--- config.mk ---
export PLATFORM = sky130hd
export DESIGN_NAME = tagchk_top
export DESIGN_NICKNAME = d
export VERILOG_FILES = /design/src/rtl/tagchk_pkg.sv /design/src/rtl/tagchk_field.sv /design/src/rtl/tagchk_top.sv
export SDC_FILE = /design/constraint.sdc
export NUM_CORES = 1
export LEC_CHECK = 0
export BUFFER_PORTS_ARGS = -buffer_cell sky130_fd_sc_hd__buf_2
export CAP_MARGIN = 0
export CORE_UTILIZATION = 43
export CTS_BUF_LIST = sky130_fd_sc_hd__clkbuf_8
export CTS_CLUSTER_SIZE = 24
export DETAILED_ROUTE_END_ITERATION = 8
export GPL_TIMING_DRIVEN = 0
export PLACE_DENSITY_LB_ADDON = 0.3
export SLEW_MARGIN = 10
export SYNTH_ARGS = -nofsm -noshare
export SYNTH_HDL_FRONTEND = slang
export SYNTH_HIERARCHICAL = 1
export SYNTH_SLANG_ARGS = --single-unit
--- constraint.sdc ---
create_clock -name clk -period 0.8 [get_ports clk]
set_input_delay 0.04 -clock clk [delete_from_list [all_inputs] [get_ports clk]]
set_output_delay 0.04 -clock clk [all_outputs]
set_load 0.1 [all_outputs]
--- src/rtl/tagchk_pkg.sv ---
package tagchk_pkg;
  localparam int POL_W    = 22;
  localparam int NCLS     = 6;
  localparam int LS_ROLES = 4;
  localparam int ROLE_W   = 2;
  localparam int CID_W    = 3;
  localparam int CAUSE_W  = CID_W + ROLE_W;
  localparam int CLS_W    = NCLS + 1;
  localparam int EXEC_BIT = 17;
  localparam int LS_LSB   = 18;
  localparam logic [CID_W-1:0] CID_LS = 3'd6;
  localparam logic [CID_W-1:0] CID_PC = 3'd7;

  // field position of ordinary class k
  function automatic int cls_lsb(int k);
    return 3 * k;
  endfunction

  // comparison class carries source enables only
  function automatic int cls_width(int k);
    return (k == NCLS - 1) ? 2 : 3;
  endfunction

  // index of lowest set bit, 0 when none
  function automatic logic [ROLE_W-1:0] first_role(logic [LS_ROLES-1:0] v);
    logic [ROLE_W-1:0] r;
    r = '0;
    for (int i = LS_ROLES - 1; i >= 0; i--)
      if (v[i]) r = ROLE_W'(i);
    return r;
  endfunction

  function automatic logic [CAUSE_W-1:0] make_cause(logic [CID_W-1:0] cid,
                                                    logic [ROLE_W-1:0] role);
    return {cid, role};
  endfunction
endpackage

--- src/rtl/tagchk_field.sv ---
module tagchk_field
  import tagchk_pkg::*;
#(
  parameter int W = 3
) (
  input  logic              act,
  input  logic [W-1:0]      en,
  input  logic [W-1:0]      tags,
  output logic              hit,
  output logic [ROLE_W-1:0] role
);
  logic [W-1:0]        fail;
  logic [LS_ROLES-1:0] fail_ext;

  always_comb begin
    fail     = en & tags & {W{act}};
    fail_ext = '0;
    fail_ext[W-1:0] = fail;
    hit  = |fail;
    role = first_role(fail_ext);
  end
endmodule

--- src/rtl/tagchk_top.sv ---
module tagchk_top
  import tagchk_pkg::*;
(
  input  logic               clk,
  input  logic               rst_n,
  input  logic [POL_W-1:0]   policy_i,
  input  logic               valid_i,
  input  logic [CLS_W-1:0]   class_i,
  input  logic               tag_op1_i,
  input  logic               tag_op2_i,
  input  logic               tag_dst_i,
  input  logic               tag_pc_i,
  input  logic [LS_ROLES-1:0] tag_ls_i,
  output logic               exc_o,
  output logic [CAUSE_W-1:0] cause_o
);
  logic [2:0]        op_tags;
  logic              pc_hit;
  logic              ls_hit;
  logic [ROLE_W-1:0] ls_role;
  logic [NCLS-1:0]   cls_hit;
  logic [ROLE_W-1:0] cls_role [NCLS];
  logic              any_hit;
  logic [CAUSE_W-1:0] nxt_cause;

  assign op_tags = {tag_dst_i, tag_op2_i, tag_op1_i};
  assign pc_hit  = valid_i & policy_i[EXEC_BIT] & tag_pc_i;

  tagchk_field #(.W(LS_ROLES)) u_ls (
    .act  (valid_i & class_i[NCLS]),
    .en   (policy_i[LS_LSB +: LS_ROLES]),
    .tags (tag_ls_i),
    .hit  (ls_hit),
    .role (ls_role)
  );

  for (genvar k = 0; k < NCLS; k++) begin : g_cls
    localparam int W = cls_width(k);
    localparam int L = cls_lsb(k);
    tagchk_field #(.W(W)) u_fld (
      .act  (valid_i & class_i[k]),
      .en   (policy_i[L +: W]),
      .tags (op_tags[W-1:0]),
      .hit  (cls_hit[k]),
      .role (cls_role[k])
    );
  end

  assign any_hit = pc_hit | ls_hit | (|cls_hit);

  always_comb begin
    nxt_cause = '0;
    for (int k = NCLS - 1; k >= 0; k--)
      if (cls_hit[k]) nxt_cause = make_cause(CID_W'(k), cls_role[k]);
    if (ls_hit) nxt_cause = make_cause(CID_LS, ls_role);
    if (pc_hit) nxt_cause = make_cause(CID_PC, '0);
  end

  always_ff @(posedge clk or negedge rst_n) begin
    if (!rst_n) begin
      exc_o   <= 1'b0;
      cause_o <= '0;
    end else begin
      exc_o   <= any_hit;
      cause_o <= nxt_cause;
    end
  end
endmodule

==> metrics <==
number of port buffers 45; share of the synthesized area in the top cell type 0.209; Clk Tree Root Cell clkbuf_8; DRC violations left 0; share of cells above drive strength 1 0.553; RSZ-0062 raised after global routing yes; core area 0.00152 mm²; dpl hpwl 1.68 mm; DR vias 970; period utilization 1.41; H-Tree Depth 1; pwr/cell area 1360 mW/mm²; ys async rst share 1.00; failing checks setup timing; n_diodes 0; All-Layer GR Usage 0.272; initial antenna violation count 0; CTS max path bufs 2; starting density of the core 0.470; Worst Setup Start Kind primary input; total grt overflow 0; Yosys warnings 6; logic gate share of total power 0.532; Req. time, crit path 0.89 ns; Syn Nets 141; Antenna Violating Nets Remaining 0; status finished, violations left; total CTS buffers 3; Mapped Cells 101; synthesis-stage register bit count 6; num rows 14; sw frac 0.417; Clock Sinks 6; routed vias/inst 5.54; mapped cell area 717 µm²; fin area 0.00131 mm²; Worst Slack Setup Final -0.325 ns; CP endpoint kind register; placed cell areas 0.00106 mm²; Hold Path Class in -> async; Die H 42.8 µm; vias in the first global route 956; DRT iter0 DRCs 16; Primary FF master, synth dfrtp_1; top-count cell post-synth nand2_1; Critical Path Fanout Max 8; P_sw 743 µW; First-pass DRT Iterations 4; Reg clk slew, reported paths 0.04 ns; final hold violations 0; crit path DAT 1.22 ns; Reg power frac 0.210; filler cell count 99; most frequent cells after synthesis nand2_1, inv_1, nor2_1, and2_1, nor3b_1; Avg Inst Size Synth 7.10 µm²; largest net degree at the start of global routing 9; fin. max-slew vios 0; pre-CTS WS -0.788 ns; drt total wl 2.50 mm; Tmin final 1.13 ns; first-pass GRT wire length 3.80 mm; P_int 1040 µW; f_max 889 MHz; die width 42.8 µm; die area 0.00183 mm²; Clk pwr share 0.258; I/O pin count 46; Peak VDD IR 0.819 mV; GP Congestion 0.779; post-synthesis sequential area ratio 0.209; LEAKAGE 0.000603 µW; Post-synth EDFFs 0; Synth cell types 29; synthesis-to-finish area growth 82.4%; Wirelength per Cell 14.3 µm; CTS tree yes; Crit. Startpoint valid_i; Yosys top cell by area dfrtp_1; nets@finish 200; setup violators final 12; largest cells by area after synthesis dfrtp_1, nand2_1, and4bb_1; WS Path Type in -> reg; maxcap violations 0
cells by family (layout without fill, tap and decap cells):
kind of cell,Yosys count,count (layout),synth area share
buf+inv,14,72,0.0890
flops,6,6,0.209
simple gates,56,56,0.456
other cells,1,1,0.00523
compound gates,24,24,0.241
final cells by class:
type / count / area (µm²) / area share
clock inverters: 1 / 3.75 / 0.00287
plain buffers: 2 / 18.8 / 0.0144
repair buffers: 54 / 373 / 0.285
inverters: 12 / 47.5 / 0.0364
well taps: 16 / 20.0 / 0.0153
flip-flops and latches: 6 / 155 / 0.119
clock buffers: 3 / 41.3 / 0.0316
multi-input cells: 81 / 648 / 0.496
path summary, 6_finish.rpt:
path,slack [ns],to
setup / recovery,-0.33,cause_o[0]
hold / removal,0.16,cause_o[3]
max in group asynchronous,0.48,cause_o[2]
min in group clk,0.25,cause_o[0]
stage by stage:
step / TNS, ns / total power [µW] / std cells / hold WS [ns] / util
2_1_floorplan: -1.04 / 936 / 101 / -0.256 / -
3_3_place_gp: -2.42 / 1120 / 162 / -0.141 / 0.693
3_5_place_dp: -2.93 / 1140 / 162 / -0.135 / 0.693
6_report: -1.20 / 1780 / 175 / 0.162 / 0.858
5_1_grt: -1.66 / 1860 / 175 / 0.188 / 0.858
4_1_cts: -1.04 / 1750 / 172 / 0.164 / 0.829
registers in the layout, summed over array words and instances (netlist names):
| register | cells |
|---|---|
| cause_o | 5 |
| exc_o | 1 |
layer usage:
layer  vias to the layer above  wire length [µm]  part of all wire  global-route usage
li1                        476                 -                 -                   -
met1                       454               924              0.37               0.253
met2                        36              1440              0.58               0.552
met3                         4                77             0.031              0.0383
met4                         0                49             0.020               0.138
met5                         -                 0                 0                   0
power by group through the flow:
stage | clock (µW) | combinational (µW) | sequential (µW)
global placement | 0 | 756 | 360
global route | 483 | 1000 | 375
CTS | 469 | 905 | 371
finish | 460 | 947 | 373
detailed placement | 0 | 776 | 362
floorplan | 0 | 269 | 667
critical path, cell delays in order:
cell and delay [ns]:
buf_8 0.09, and2_4 0.14, inv_4 0.04, a31oi_4 0.21, nor2b_4 0.06, a221o_1 0.30
a221oi_2 0.26, a2111oi_2 0.06
layout by cell type (no fill, tap or decap), types with 2 or more instances in the layout:
cell / Yosys / routed
buf_2: 0 / 35
nand2_1: 21 / 18
buf_6: 1 / 9
inv_1: 10 / 9
buf_4: 1 / 8
nor2_1: 8 / 6
nor3b_1: 7 / 6
a21oi_1: 6 / 6
and4bb_1: 5 / 5
a31oi_4: 0 / 5
and2_1: 7 / 4
dfrtp_2: 0 / 4
and2_4: 0 / 3
clkbuf_8: 0 / 3
nand2_2: 0 / 3
buf_8: 0 / 3
nor2b_4: 0 / 2
clkinv_1: 2 / 2
a221o_1: 2 / 2
a221oi_2: 0 / 2
a2111oi_2: 0 / 2
dfrtp_1: 6 / 2
a22oi_2: 1 / 2
nand3_1: 2 / 2
timing repair:
item,4_1_cts,5_1_grt
endpoints found under the setup margin,12,12
buffers inserted,5,3
resized for setup,32,4
pin swaps,9,4
hold buffers,1,0
endpoints found under the hold margin,6,0
Note: power is estimated with default switching activity, not from simulation.
